$ cat src/rtl/pixel_chain_pkg.sv
package pixel_chain_pkg;
   // Number of bits in one pixel word for a given variant
   function automatic int unsigned word_bits(input int unsigned comp_w,
                                             input bit white_en);
      return comp_w * (white_en ? 4 : 3);
   endfunction
endpackage

$ cat src/rtl/pxn_bit_slicer.sv
module pxn_bit_slicer #(
   parameter int unsigned SAMPLE_CYC = 11,
   parameter int unsigned RESET_CYC  = 1000,
   parameter int unsigned SYNC_STG   = 2
) (
   input  logic clk,
   input  logic rst_n,
   input  logic din,
   output logic bit_vld,
   output logic bit_val,
   output logic line_rst
);
   localparam int unsigned HW = $clog2(SAMPLE_CYC + 1);
   localparam int unsigned LW = $clog2(RESET_CYC + 1);

   logic [SYNC_STG:0] sync_q;
   logic              lvl, rise;
   logic [HW-1:0]     hcnt;
   logic              armed;
   logic [LW-1:0]     lcnt;

   always_ff @(posedge clk or negedge rst_n) begin
      if (!rst_n) sync_q <= '0;
      else        sync_q <= {sync_q[SYNC_STG-1:0], din};
   end

   assign lvl  = sync_q[SYNC_STG-1];
   assign rise = sync_q[SYNC_STG-1] & ~sync_q[SYNC_STG];

   // Sample point after each rising edge
   always_ff @(posedge clk or negedge rst_n) begin
      if (!rst_n) begin
         armed   <= 1'b0;
         hcnt    <= '0;
         bit_vld <= 1'b0;
         bit_val <= 1'b0;
      end else begin
         bit_vld <= 1'b0;
         if (rise) begin
            armed <= 1'b1;
            hcnt  <= HW'(1);
         end else if (armed) begin
            if (hcnt == HW'(SAMPLE_CYC)) begin
               armed   <= 1'b0;
               bit_vld <= 1'b1;
               bit_val <= lvl;
            end else begin
               hcnt <= hcnt + HW'(1);
            end
         end
      end
   end

   // Long-low detection, one pulse per low period
   always_ff @(posedge clk or negedge rst_n) begin
      if (!rst_n) begin
         lcnt     <= '0;
         line_rst <= 1'b0;
      end else begin
         line_rst <= 1'b0;
         if (lvl) begin
            lcnt <= '0;
         end else if (lcnt != LW'(RESET_CYC)) begin
            lcnt <= lcnt + LW'(1);
            if (lcnt == LW'(RESET_CYC - 1)) line_rst <= 1'b1;
         end
      end
   end

   assert_single_reset_pulse_R3: assert property (@(posedge clk) disable iff (!rst_n)
      line_rst |=> !line_rst);
   assert_no_bit_at_reset_R6: assert property (@(posedge clk) disable iff (!rst_n)
      bit_vld |-> !line_rst);
endmodule

$ cat src/rtl/pxn_word_capture.sv
module pxn_word_capture
   import pixel_chain_pkg::*;
#(
   parameter int unsigned COMP_W   = 8,
   parameter bit          WHITE_EN = 1'b0
) (
   input  logic              clk,
   input  logic              rst_n,
   input  logic              bit_vld,
   input  logic              bit_val,
   input  logic              line_rst,
   output logic              fwd_vld,
   output logic              fwd_val,
   output logic [COMP_W-1:0] col_r,
   output logic [COMP_W-1:0] col_g,
   output logic [COMP_W-1:0] col_b,
   output logic [COMP_W-1:0] col_w
);
   localparam int unsigned WB = word_bits(COMP_W, WHITE_EN);
   localparam int unsigned CW = $clog2(WB + 1);

   logic [WB-1:0] shadow;
   logic [CW-1:0] cnt;
   logic          full;
   logic [COMP_W-1:0] nx_r, nx_g, nx_b, nx_w;

   assign full = (cnt == CW'(WB));

   always_ff @(posedge clk or negedge rst_n) begin
      if (!rst_n) begin
         shadow  <= '0;
         cnt     <= '0;
         fwd_vld <= 1'b0;
         fwd_val <= 1'b0;
      end else begin
         fwd_vld <= bit_vld & full;
         fwd_val <= bit_val;
         if (line_rst) begin
            cnt <= '0;
         end else if (bit_vld && !full) begin
            shadow <= {shadow[WB-2:0], bit_val};
            cnt    <= cnt + CW'(1);
         end
      end
   end

   // Field layout per variant
   generate
      if (WHITE_EN) begin : g_rgbw
         assign nx_r = shadow[4*COMP_W-1:3*COMP_W];
         assign nx_g = shadow[3*COMP_W-1:2*COMP_W];
         assign nx_b = shadow[2*COMP_W-1:COMP_W];
         assign nx_w = shadow[COMP_W-1:0];
      end else begin : g_grb
         assign nx_g = shadow[3*COMP_W-1:2*COMP_W];
         assign nx_r = shadow[2*COMP_W-1:COMP_W];
         assign nx_b = shadow[COMP_W-1:0];
         assign nx_w = '0;
      end
   endgenerate

   always_ff @(posedge clk or negedge rst_n) begin
      if (!rst_n) begin
         col_r <= '0;
         col_g <= '0;
         col_b <= '0;
         col_w <= '0;
      end else if (line_rst && full) begin
         col_r <= nx_r;
         col_g <= nx_g;
         col_b <= nx_b;
         col_w <= nx_w;
      end
   end

   assert_count_in_range_R2: assert property (@(posedge clk) disable iff (!rst_n)
      cnt <= CW'(WB));
   assert_colour_held_R3: assert property (@(posedge clk) disable iff (!rst_n)
      !line_rst |=> ($stable(col_r) && $stable(col_g) && $stable(col_b) && $stable(col_w)));
   assert_partial_no_commit_R7: assert property (@(posedge clk) disable iff (!rst_n)
      (line_rst && !full) |=> $stable(col_g));
endmodule

$ cat src/rtl/pxn_bit_regen.sv
module pxn_bit_regen #(
   parameter int unsigned T0H_CYC = 7,
   parameter int unsigned T1H_CYC = 14
) (
   input  logic clk,
   input  logic rst_n,
   input  logic fwd_vld,
   input  logic fwd_val,
   output logic dout
);
   localparam int unsigned TW = $clog2(T1H_CYC + 1);

   logic [TW-1:0] tcnt;
   logic [TW-1:0] hi_len;

   always_ff @(posedge clk or negedge rst_n) begin
      if (!rst_n) begin
         dout   <= 1'b0;
         tcnt   <= '0;
         hi_len <= '0;
      end else if (fwd_vld) begin
         dout   <= 1'b1;
         tcnt   <= TW'(1);
         hi_len <= fwd_val ? TW'(T1H_CYC) : TW'(T0H_CYC);
      end else if (dout) begin
         if (tcnt == hi_len) dout <= 1'b0;
         else                tcnt <= tcnt + TW'(1);
      end
   end

   assert_pulse_from_forward_R4: assert property (@(posedge clk) disable iff (!rst_n)
      $rose(dout) |-> $past(fwd_vld));
   assert_pulse_len_bound_R5: assert property (@(posedge clk) disable iff (!rst_n)
      dout |-> (tcnt <= TW'(T1H_CYC)));
endmodule

$ cat src/rtl/pixel_chain_node.sv
module pixel_chain_node
   import pixel_chain_pkg::*;
#(
   parameter int unsigned COMP_W     = 8,
   parameter bit          WHITE_EN   = 1'b0,
   parameter int unsigned SAMPLE_CYC = 11,
   parameter int unsigned RESET_CYC  = 1000,
   parameter int unsigned T0H_CYC    = 7,
   parameter int unsigned T1H_CYC    = 14,
   parameter int unsigned SYNC_STG   = 2
) (
   input  logic              clk,
   input  logic              rst_n,
   input  logic              din,
   output logic              dout,
   output logic [COMP_W-1:0] col_r,
   output logic [COMP_W-1:0] col_g,
   output logic [COMP_W-1:0] col_b,
   output logic [COMP_W-1:0] col_w
);
   logic bit_vld, bit_val, line_rst, fwd_vld, fwd_val;

   initial begin
      assert (COMP_W >= 1) else $error("COMP_W must be positive");
      assert (SYNC_STG >= 2) else $error("SYNC_STG must be at least 2");
      assert (T0H_CYC >= 1 && T0H_CYC < T1H_CYC) else $error("bad pulse widths");
      assert (SAMPLE_CYC > 1) else $error("SAMPLE_CYC too small");
      assert (RESET_CYC > SAMPLE_CYC + T1H_CYC) else $error("RESET_CYC too short");
   end

   pxn_bit_slicer #(
      .SAMPLE_CYC(SAMPLE_CYC), .RESET_CYC(RESET_CYC), .SYNC_STG(SYNC_STG)
   ) u_slicer (
      .clk(clk), .rst_n(rst_n), .din(din),
      .bit_vld(bit_vld), .bit_val(bit_val), .line_rst(line_rst)
   );

   pxn_word_capture #(
      .COMP_W(COMP_W), .WHITE_EN(WHITE_EN)
   ) u_capture (
      .clk(clk), .rst_n(rst_n), .bit_vld(bit_vld), .bit_val(bit_val),
      .line_rst(line_rst), .fwd_vld(fwd_vld), .fwd_val(fwd_val),
      .col_r(col_r), .col_g(col_g), .col_b(col_b), .col_w(col_w)
   );

   pxn_bit_regen #(
      .T0H_CYC(T0H_CYC), .T1H_CYC(T1H_CYC)
   ) u_regen (
      .clk(clk), .rst_n(rst_n), .fwd_vld(fwd_vld), .fwd_val(fwd_val), .dout(dout)
   );
endmodule

$ cat config.mk
export PLATFORM = sky130hd
export DESIGN_NAME = pixel_chain_node
export DESIGN_NICKNAME = d
export VERILOG_FILES = /design/src/rtl/pixel_chain_pkg.sv /design/src/rtl/pxn_bit_slicer.sv /design/src/rtl/pxn_word_capture.sv /design/src/rtl/pxn_bit_regen.sv /design/src/rtl/pixel_chain_node.sv
export SDC_FILE = /design/constraint.sdc
export NUM_CORES = 1
export LEC_CHECK = 0
export BUFFER_PORTS_ARGS = -buffer_cell sky130_fd_sc_hd__buf_2
export CAP_MARGIN = 20
export CORE_ASPECT_RATIO = 0.75
export CORE_MARGIN = 2
export CORE_UTILIZATION = 60
export DETAILED_ROUTE_END_ITERATION = 8
export PLACE_DENSITY = 0.83
export SETUP_SLACK_MARGIN = 0.3
export SLEW_MARGIN = 20
export SYNTH_ARGS = -nofsm -noshare
export SYNTH_HDL_FRONTEND = slang
export SYNTH_SLANG_ARGS = --single-unit
$ cat constraint.sdc
create_clock -name clk -period 4.8 [get_ports clk]
set_input_delay 0 -clock clk [delete_from_list [all_inputs] [get_ports clk]]
set_output_delay 0 -clock clk [all_outputs]
set_load 0.005 [all_outputs]
==> out/summary.log, run 1 <==
qor: detailed_routing.drt_pass_1_iters 4
qor: detailed_routing.route.detailed.drc 0
qor: cts.numCtsBuffers 9
qor: global_route.antenna_violations_before_repair 0
qor: timing.fin_setup_tns 0 ns
qor: synth.synth_top_flop_cell dfrtp_1
qor: detailed_routing.detail-route-antenna-nets 0
qor: timing.worstMarginPinSlew 1.01 ns
qor: synth.async_flop_share 100%
qor: timing.setup-violations-final 0
qor: cts.ctsRootBufferMaster clkbuf_8
qor: global_route.grtUsageTotal 19.2%
qor: pwr.vdd.ir_drop.worst 0.227 mV
qor: finish.diodes 0
qor: critical_path.worst_ep_required_time 5.03 ns
qor: pwr.p_leak 2.11 nW
qor: global_route.global_route.overflow_total 0
qor: synth.ys_seq_elements 84
qor: finish.design_area 0.00395 mm²
qor: die.fp.dieW 93.3 µm
qor: detailed_routing.dr.first_iter.drc_count 118
qor: detailed_routing.routed_via_density 5.14
qor: synth.ys_warn_count 0
qor: finish.final_net_count 304
qor: timing.final-hold-violation-count 0
qor: critical_path.cp_slowest_stage_delay 0.57 ns
qor: finish.layout_commonest_cell dfrtp_1
qor: synth.synth.avg_cell_area 13.6 µm²
qor: synth.postSynthCellCount 263
qor: cts.cts_setup_buffers 0
qor: die.floorplan.io_pins 36
qor: finish.layout_common_cells dfrtp_1 (84), mux2_2 (30), buf_2 (26), mux2_4 (20), nor2_1 (18)
qor: detailed_routing.via_count 1942
qor: synth.netlist_area 0.00358 mm²
qor: synth.synth-seq-area-share 58.6%
qor: critical_path.cp_data_arrival_time 2.38 ns
qor: global_route.first_pass_grt_wire_length 9700 µm
qor: finish.area_growth 10.2%
qor: timing.period_needed 2.15 ns
qor: die.chip_height 70.9 µm
qor: placement.dpl-instance-area 0.00372 mm²
qor: cts.cts_sink_count 84
qor: global_route.grt_pass1_vias 1985
qor: timing.fin_worst_skew 0.00929 ns
qor: die.placeableCoreArea 0.00580 mm²
qor: die.die_area 0.00662 mm²
qor: cts.worstSkewPairLatency 0.35 ns
qor: detailed_routing.post_detailed_routing_wire_length 5570 µm
qor: job.drv_cap 0
qor: timing.slew-limit-headroom 32.8%
qor: synth.distinct_cells_synth 34
qor: detailed_routing.drt-wirelength-per-cell 14.7 µm
qor: hold_path.hp-class in2async
qor: critical_path.cp-start-kind flop
qor: die.floorplan.initialDensity 61.9%
qor: global_route.grt_start_max_net_pins 85
qor: pwr.power-per-cell-area 362 mW/mm²
qor: placement.post-dp-hpwl 3590 µm
qor: die.placement_rows 24
qor: placement.buffer_ports.inserted 27
qor: timing.rsz0062_at_grt false
qor: cts.tritoncts_clock_tree yes
qor: placement.place_congestion 0.759
qor: critical_path.path_max_fanout 24
qor: critical_path.crit_path_top_delay_cell nand2_1
qor: cts.cts_max_path_buffers 2
qor: timing.hold_ws 0.240 ns
qor: critical_path.timing_worst_setup_path_type reg2reg
qor: critical_path.cp-end-kind flop
qor: outcome.status finished, final reports clean
qor: timing.fin_crit_sh 44.8%
qor: finish.layout-drive-gt1-share 32.3%
qor: cts.cts_max_level 3
qor: timing.max_clock_freq 465 MHz
qor: synth.synth_edf_count 0
qor: finish.final_core_utilization 68.1%
qor: cts.clk_pin_slew_worst_paths 0.08 ns
qor: timing.timing.final.max_slew_violations 0
qor: critical_path.crit_path_cell_trace inv_1, ha_1, nand4b_4, inv_2, nand2_1, mux2_2
==> Yosys cell counts (2+ instances only) <==
cell,count,share of area [%]
nand4_1,3,0.52
nand2b_1,5,0.87
xnor2_1,6,1.5
buf_2,2,0.28
dfrtp_1,84,59
a21oi_1,7,0.98
buf_4,8,1.7
or3_1,5,0.87
o21ai_0,5,0.70
ha_1,6,2.1
mux2_4,20,8.4
inv_1,9,0.94
nor3_1,4,0.56
xor2_1,11,2.7
clkbuf_1,3,0.31
mux2_2,30,9.4
nand3_1,7,0.98
nor2_1,18,1.9
mux2i_1,2,0.56
nand2_1,13,1.4
buf_12,2,1.1
==> path summary, 6_finish.rpt <==
path | depth (start not counted) | slack [ns] | start | end
min in group clk | 2 | 0.29 | din | u_slicer.sync_q[0]
min reg2reg | 0 | 0.36 | u_slicer.sync_q[0] | u_slicer.sync_q[1]
max reg2reg | 6 | 2.65 | u_capture.cnt[0] | u_capture.col_b[3]
min | 2 | 0.24 | rst_n | u_capture.col_b[7]
max in group asynchronous | 2 | 4.03 | rst_n | u_capture.col_b[6]
max | 6 | 2.65 | u_capture.cnt[0] | u_capture.col_b[3]
==> per-stage QoR <==
stage                     setup slack [ns]  power (W)  std cells
after floorplan                       3.02   0.000903        270
after global placement                2.73   0.000923        360
after detailed placement              2.61   0.000935        360
after CTS                             2.60    0.00145        378
after global routing                  2.48    0.00150        378
final                                 2.65    0.00143        378
==> state kept, by name (all words and copies together), names as in the netlist, 3 cells and up <==
register and cells:
u_slicer.hcnt 4, u_regen.tcnt 4, u_capture.col_g 8, u_capture.cnt 5
u_slicer.lcnt 10, u_capture.shadow 24, u_slicer.sync_q 3, u_capture.col_r 8
u_regen.hi_len 3, u_capture.col_b 8
==> cells by family (layout without fill, tap and decap cells) <==
family | Yosys count | count (layout) | synth area share (%)
AO/OA/AOI/OAI | 15 | 15 | 2.83
AND/OR/NAND/NOR | 62 | 62 | 9.08
XOR/XNOR | 17 | 17 | 4.15
adder cells (fa/ha/maj) | 6 | 6 | 2.09
other | 1 | 8 | 0.105
flip-flops | 84 | 84 | 58.6
multiplexers | 52 | 52 | 18.4
buffers and inverters | 26 | 56 | 4.75
==> what timing repair did <==
item | 4_1_cts | 5_1_grt
setup endpoints to repair | 0 | 0
hold buffers | 2 | 0
hold endpoints to repair | 85 | 0
resized for setup | 0 | 0
==> area by class of cell <==
cell class | instances | area [µm²]
sequential | 84 | 2100
fill | 403 | 1850
multi-input combinational | 160 | 1340
timing repair buffer | 30 | 169
clock buffer | 13 | 159
tap | 78 | 97.6
clock inverter | 3 | 45.0
inverter | 10 | 37.5
==> power by group <==
part	leakage (nW)	switching (W)	internal (W)	total (W)
Combinational	0.859	0.0000753	0.0000583	0.000134
Sequential	1.15	0.0000376	0.000751	0.000789
Clock	0.0959	0.000238	0.000269	0.000507
==> critical path: cells and delay by family, from the launching register on <==
kind	cells	cell delay, ns
and+or+nand+nor	2	0.71
muxes	1	0.52
DFF	1	0.40
adders and majority gates	1	0.21
buffers and inverters	2	0.19
==> layer usage <==
metal | part of all wire (%) | up-vias | global-route usage, %
li1 | - | 941 | -
met1 | 47 | 953 | 26.0
met2 | 48 | 40 | 30.2
met3 | 4.4 | 8 | 6.07
met4 | 1.4 | 0 | 5.56
met5 | 0 | - | 0
(Power assumes the default switching activity.)
==> run 2, diff against run 1 <==
Settings changed: CORE_UTILIZATION 60 to 58, PLACE_DENSITY 0.83 to 0.81.
Clock period 4.8 ns to 2.1 ns, I/O delays scaled along.
==> out/summary.log, run 2 (synthesis results as in run 1) <==
qor: timing.period_needed 1.75 ns [was 2.15 ns]
qor: die.floorplan.io_pins 36 [unchanged]
qor: pwr.internal-power 0.00250 W [was 0.00108 W]
qor: finish.area_growth 13.6% [was 10.2%]
qor: placement.post-place-cells 364 [was 360]
qor: timing.rsz0062_at_grt false [unchanged]
qor: critical_path.cp-start-kind flop [unchanged]
qor: finish.layout.area.seq 0.00210 mm² [unchanged]
qor: finish.final_cells 388 [was 378]
qor: finish.register_containing_the_most_flip_flops_in_the_final_layout u_capture.shadow [unchanged]
qor: critical_path.critPathCapture u_capture.shadow[22] [was u_capture.col_b[3]]
qor: global_route.antenna_violations_before_repair 0 [unchanged]
qor: critical_path.worst_r2r_path_depth 7 [was 6]
qor: detailed_routing.via_count 1990 [was 1942]
qor: timing.slew-limit-headroom 63.7% [was 32.8%]
qor: pwr.p_leak 2.18 nW [was 2.11 nW]
qor: cts.cts_sink_count 84 [unchanged]
qor: critical_path.timing_worst_setup_path_type reg2reg [unchanged]
qor: detailed_routing.routed_via_density 5.13 [was 5.14]
qor: global_route.global_route.overflow_total 0 [unchanged]
qor: die.fp.dieW 94.8 µm [was 93.3 µm]
qor: timing.timing.final.max_slew_violations 0 [unchanged]
qor: pwr.clockPowerShare 35.4% [was 35.5%]
qor: critical_path.r2r_slack 0.35 ns [was 2.65 ns]
qor: detailed_routing.drt_pass_1_iters 4 [unchanged]
qor: critical_path.cp_data_arrival_time 1.99 ns [was 2.38 ns]
qor: detailed_routing.route.detailed.drc 0 [unchanged]
qor: pwr.power.share.switching 25.0% [was 24.5%]
qor: pwr.pwr-share-seq 53.7% [was 55.2%]
qor: cts.cts_max_level 3 [unchanged]
qor: pwr.power.share.combinational 10.9% [was 9.3%]
qor: global_route.grtUsageTotal 17.8% [was 19.2%]
qor: finish.fillerInstances 419 [was 403]
qor: global_route.grt_pass1_vias 1841 [was 1985]
qor: cts.tritoncts_clock_tree yes [unchanged]
qor: critical_path.timing.rr.end u_capture.shadow[22] [was u_capture.col_b[3]]
qor: hold_path.hp-class in2async [unchanged]
qor: cts.ctsRootBufferMaster clkbuf_8 [unchanged]
qor: critical_path.crit_start u_capture.cnt[1] [was u_capture.cnt[0]]
qor: die.die_area 0.00683 mm² [was 0.00662 mm²]
qor: cts.worstSkewPairLatency 0.36 ns [was 0.35 ns]
qor: critical_path.crit_path_top_delay_cell dfrtp_1 [was nand2_1]
qor: die.floorplan.initialDensity 60.9% [was 61.9%]
qor: timing.final-hold-violation-count 0 [unchanged]
qor: detailed_routing.drt-wirelength-per-cell 13.9 µm [was 14.7 µm]
qor: die.placeableCoreArea 0.00589 mm² [was 0.00580 mm²]
qor: global_route.grt_start_max_net_pins 48 [was 85]
qor: timing.hold_ws 0.137 ns [was 0.240 ns]
qor: critical_path.crit_path_cell_trace inv_1, ha_2, nand4b_4, inv_2, or3_4, buf_6, mux2_4 [was inv_1, ha_1, nand4b_4, inv_2, nand2_1, mux2_2]
qor: global_route.first_pass_grt_wire_length 9090 µm [was 9700 µm]
qor: critical_path.launch_instance_of_the_worst_register_to_register_path u_capture.cnt[1] [was u_capture.cnt[0]]
qor: finish.diodes 0 [unchanged]
qor: die.placement_rows 24 [unchanged]
qor: critical_path.cp_slowest_stage_delay 0.38 ns [was 0.57 ns]
qor: critical_path.path_max_fanout 11 [was 24]
qor: placement.place_congestion 0.822 [was 0.759]
qor: finish.layout-drive-gt1-share 35.8% [was 32.3%]
qor: die.chip_height 72.1 µm [was 70.9 µm]
qor: detailed_routing.dr.first_iter.drc_count 68 [was 118]
qor: job.drv_cap 0 [unchanged]
qor: outcome.status finished, final reports clean [unchanged]
qor: finish.multiInputGateArea 0.00135 mm² [was 0.00134 mm²]
qor: finish.final_net_count 314 [was 304]
qor: timing.worstMarginPinSlew 0.545 ns [was 1.01 ns]
qor: finish.layout_commonest_cell dfrtp_1 [unchanged]
qor: pwr.p_switching 0.000836 W [was 0.000351 W]
qor: cts.clk_pin_slew_worst_paths 0.08 ns [about the same]
qor: detailed_routing.post_detailed_routing_wire_length 5400 µm [was 5570 µm]
qor: timing.setup-violations-final 0 [unchanged]
qor: critical_path.worst_ep_required_time 2.34 ns [was 5.03 ns]
qor: detailed_routing.detail-route-antenna-nets 0 [unchanged]
qor: finish.largest_registers u_capture.shadow: 24 flops, u_slicer.lcnt: 10 flops [unchanged]
qor: finish.layout_common_cells dfrtp_1 (84), mux2_2 (30), buf_2 (26), mux2_4 (20), nor2_1 (18) [unchanged]
qor: timing.fin_worst_skew 0.0103 ns [was 0.00929 ns]
qor: cts.numCtsBuffers 9 [unchanged]
qor: placement.dpl_worst_slack 0.298 ns [was 2.61 ns]
qor: cts.cts_max_path_buffers 2 [unchanged]
qor: timing.fin_crit_sh 83.5% [was 44.8%]
qor: timing.fin_setup_tns 0 ns [unchanged]
qor: placement.post-dp-hpwl 3680 µm [was 3590 µm]
qor: timing.postLayoutSetupSlackWorst 0.346 ns [was 2.65 ns]
qor: timing.max_clock_freq 570 MHz [was 465 MHz]
qor: critical_path.cp-end-kind flop [unchanged]
qor: placement.buffer_ports.inserted 27 [unchanged]
qor: pwr.power-per-cell-area 820 mW/mm² [was 362 mW/mm²]
qor: finish.flip_flop_count_of_the_largest_register_after_layout 24 [unchanged]
qor: pwr.vdd.ir_drop.worst 0.522 mV [was 0.227 mV]
==> run 2: cell count changes in the layout (fill, tap and decap cells not counted), sizes merged <==
cell / previous run / this run
buf: 28 / 38
inv: 10 / 11
clkbuf: 13 / 11
clkinv: 0 / 3
clkinvlp: 2 / 0
==> run 2: timing repair <==
item,in CTS,in global routing
setup buffers,0,6
resized for setup,0,6
hold buffers,2,0
setup endpoints to repair,16,44
endpoints found under the hold margin,38,0
==> run 2: layout make-up <==
type | instances | area share, %
flip-flops and latches | 84 | 51.6
multi-input cells | 160 | 33.0
repair buffers | 40 | 6.91
clock buffers | 11 | 3.72
well taps | 78 | 2.40
clock inverters | 5 | 1.41
inverters | 10 | 0.921
==> run 2: how the worst min path moves through the flow <==
stage	endpoint	cells after the start	slack (ns)	from
6_report	u_regen.tcnt[2]	2	0.14	rst_n
5_1_grt	u_regen.tcnt[2]	2	0.17	rst_n
4_1_cts	u_regen.tcnt[2]	2	0.15	rst_n
3_5_place_dp	u_regen.tcnt[2]	1	0.002	rst_n
3_3_place_gp	u_regen.tcnt[2]	1	-0.002	rst_n
2_1_floorplan	u_capture.cnt[0]	0	-0.30	rst_n
==> run 2: routing by layer <==
metal  wire, µm  part of all wire, %  global-route usage, %  up-vias
met5          0                    0                      0        -
met4         38                 0.70                   5.31        0
met3        257                  4.8                   8.20        4
met2       2400                   44                   23.7       35
met1       2700                   50                   26.3      988
li1           -                    -                      -      963
==> run 2: through the flow <==
stage               instance area, µm²  total power (W)  utilization, %
finish                            4070          0.00334            69.2
global route                      4070          0.00351            69.2
CTS                               4010          0.00332            68.0
detailed placement                3780          0.00214            64.2
global placement                  3780          0.00212            64.2
floorplan                         3610          0.00207               -
==> run 2: critical path: cells and delay by family (launching register included) <==
kind / cells / cell delay [ns]
fa+ha+maj: 1 / 0.19
buf+inv: 3 / 0.29
mux: 1 / 0.30
simple gates: 2 / 0.47
flops: 1 / 0.38
==> run 2: power groups by stage <==
stage          combinational, W  clock, W  sequential [W]
3_5_place_dp           0.000312         0         0.00183
4_1_cts                0.000316   0.00121         0.00180
2_1_floorplan          0.000258         0         0.00181
3_3_place_gp           0.000296         0         0.00182
6_report               0.000364   0.00118         0.00179
5_1_grt                0.000422   0.00128         0.00181
==> run 3, diff against run 2 <==
Settings changed: CORE_UTILIZATION 58 to 52, PLACE_DENSITY 0.81 to 0.76.
Clock period 2.1 ns to 1.5 ns, I/O delays scaled along.
==> out/summary.log, run 3 (synthesis results as in run 1) <==
qor: outcome.status complete, but fails checks [was finished, final reports clean]
qor: timing.final-hold-violation-count 0 [unchanged]
qor: global_route.first_pass_grt_wire_length 11900 µm [was 9090 µm]
qor: die.floorplan.initialDensity 53.2% [was 60.9%]
qor: timing.fin_crit_sh 110% [was 83.5%]
qor: finish.area_growth 35.7% [was 13.6%]
qor: global_route.global_route.overflow_total 0 [unchanged]
qor: cts.ctsRootBufferMaster clkbuf_8 [unchanged]
qor: job.drv_cap 0 [unchanged]
qor: finish.layout_common_cells dfrtp_1 (82), buf_4 (35), mux2_4 (28), buf_2 (26), mux2_2 (22) [was dfrtp_1 (84), mux2_2 (30), buf_2 (26), mux2_4 (20), nor2_1 (18)]
qor: finish.layout-drive-gt1-share 55.9% [was 35.8%]
qor: finish.largest_registers u_capture.shadow: 24 flops, u_slicer.lcnt: 10 flops [unchanged]
qor: detailed_routing.detail-route-antenna-nets 0 [unchanged]
qor: finish.final_net_count 359 [was 314]
qor: die.placeableCoreArea 0.00673 mm² [was 0.00589 mm²]
qor: pwr.p_leak 2.57 nW [was 2.18 nW]
qor: timing.max_clock_freq 605 MHz [was 570 MHz]
qor: placement.dpl_worst_slack -0.195 ns [was 0.298 ns]
qor: global_route.grtUsageTotal 20.0% [was 17.8%]
qor: placement.post-place-cells 386 [was 364]
qor: placement.dpl-instance-area 0.00395 mm² [was 0.00378 mm²]
qor: timing.setup-violations-final 49 [was 0]
qor: cts.clk_pin_slew_worst_paths 0.08 ns [about the same]
qor: outcome.violations setup timing
qor: finish.diodes 0 [unchanged]
qor: finish.flip_flop_count_of_the_largest_register_after_layout 24 [unchanged]
qor: cts.cts_max_path_buffers 2 [unchanged]
qor: detailed_routing.route.detailed.drc 0 [unchanged]
qor: timing.fin_worst_skew 0.00943 ns [was 0.0103 ns]
qor: timing.timing.final.max_slew_violations 0 [unchanged]
qor: placement.buffer_ports.inserted 27 [unchanged]
qor: cts.numCtsBuffers 9 [unchanged]
qor: finish.layout_commonest_cell dfrtp_1 [unchanged]
qor: finish.design_area 0.00486 mm² [was 0.00407 mm²]
qor: timing.rsz0062_at_grt true [was false]
qor: detailed_routing.routed_via_density 5.20 [was 5.13]
qor: detailed_routing.drt-wirelength-per-cell 16.3 µm [was 13.9 µm]
qor: critical_path.cp_data_arrival_time 1.89 ns [was 1.99 ns]
qor: cts.tritoncts_clock_tree yes [unchanged]
qor: hold_path.hp-class in2async [unchanged]
qor: critical_path.path_max_fanout 12 [was 11]
qor: detailed_routing.post_detailed_routing_wire_length 7150 µm [was 5400 µm]
qor: die.chip_height 75.9 µm [was 72.1 µm]
qor: finish.final_cells 438 [was 388]
qor: die.fp.dieW 99.9 µm [was 94.8 µm]
qor: pwr.power-per-cell-area 1060 mW/mm² [was 820 mW/mm²]
qor: timing.postLayoutSetupSlackWorst -0.152 ns [was 0.346 ns]
qor: critical_path.timing_worst_setup_path_type reg2reg [unchanged]
qor: global_route.antenna_violations_before_repair 0 [unchanged]
qor: critical_path.cp-start-kind flop [unchanged]
qor: pwr.vdd.ir_drop.worst 0.612 mV [was 0.522 mV]
qor: placement.place_congestion 0.804 [was 0.822]
qor: finish.fillerInstances 418 [was 419]
qor: global_route.grt_start_max_net_pins 35 [was 48]
qor: finish.final_core_utilization 72.2% [was 69.2%]
qor: cts.cts_sink_count 84 [unchanged]
qor: critical_path.worst_ep_required_time 1.73 ns [was 2.34 ns]
qor: detailed_routing.dr.first_iter.drc_count 45 [was 68]
qor: finish.register_containing_the_most_flip_flops_in_the_final_layout u_capture.shadow [unchanged]
qor: cts.worstSkewPairLatency 0.35 ns [was 0.36 ns]
qor: critical_path.cp-end-kind flop [unchanged]
qor: die.placement_rows 26 [was 24]
qor: die.floorplan.io_pins 36 [unchanged]
qor: global_route.grt_pass1_vias 2403 [was 1841]
qor: placement.post-dp-hpwl 3920 µm [was 3680 µm]
qor: detailed_routing.via_count 2277 [was 1990]
qor: detailed_routing.drt_pass_1_iters 4 [unchanged]
qor: critical_path.r2r_slack -0.15 ns [was 0.35 ns]
qor: timing.period_needed 1.65 ns [was 1.75 ns]
qor: die.die_area 0.00758 mm² [was 0.00683 mm²]
qor: cts.cts_max_level 3 [unchanged]
-- run 3: power by group --
group	internal, W	switching, W	leakage, nW
registers	0.00240	0.000121	1.15
logic	0.000522	0.000421	1.32
clock network	0.000923	0.000771	0.102
total	0.00385	0.00131	2.57
-- run 3: area by class of cell --
cell class                 count  area [µm²]  share of cell area [%]
sequential                    84        2100                    43.3
tap                           84         105                    2.16
clock buffer                  10         128                    2.62
inverter                      10        37.5                   0.772
multi-input combinational    160        1680                    34.5
clock inverter                 5        77.6                    1.59
timing repair buffer          85         732                    15.0
-- run 3: routing by layer --
metal / track usage (%) / vias to the layer above / wire, µm
li1: - / 1050 / -
met1: 27.1 / 1168 / 3120
met2: 31.0 / 47 / 3650
met3: 5.44 / 12 / 234
met4: 7.95 / 0 / 140
met5: 0 / - / 0
-- run 3: path summary, 6_finish.rpt --
| check | start | to | depth (start not counted) |
|---|---|---|---|
| max | u_capture.cnt[0] | u_capture.shadow[19] | 7 |
| min | rst_n | u_capture.shadow[15] | 2 |
| max reg2reg | u_capture.cnt[0] | u_capture.shadow[19] | 7 |
| min reg2reg | u_slicer.sync_q[0] | u_slicer.sync_q[1] | 0 |
| max in group asynchronous | rst_n | u_slicer.bit_val | 3 |
| min in group clk | din | u_slicer.sync_q[0] | 2 |
-- run 3: worst max-delay path, stage by stage (launching register included) --
cell      delay, ns
dfrtp_1        0.36
inv_2          0.06
ha_4           0.16
nand4b_4       0.09
inv_2          0.04
or3_4          0.35
buf_8          0.17
mux2_4         0.30
-- run 3: through the flow --
step                setup TNS (ns)  power (W)  hold WS [ns]
global route                 -6.96    0.00541         0.163
global placement             -3.12    0.00310       -0.0273
detailed placement           -4.19    0.00315       -0.0264
CTS                          -3.66    0.00502         0.132
floorplan                    -4.94    0.00295        -0.296
finish                       -4.31    0.00516         0.129
-- run 3: timing repair --
action | in CTS | in global routing
hold buffers | 2 | 0
pin swaps | 24 | 26
gates resized for setup | 58 | 27
cloned | 2 | 0
buffers inserted | 25 | 8
hold endpoints to repair | 74 | 0
endpoints found under the setup margin | 69 | 74
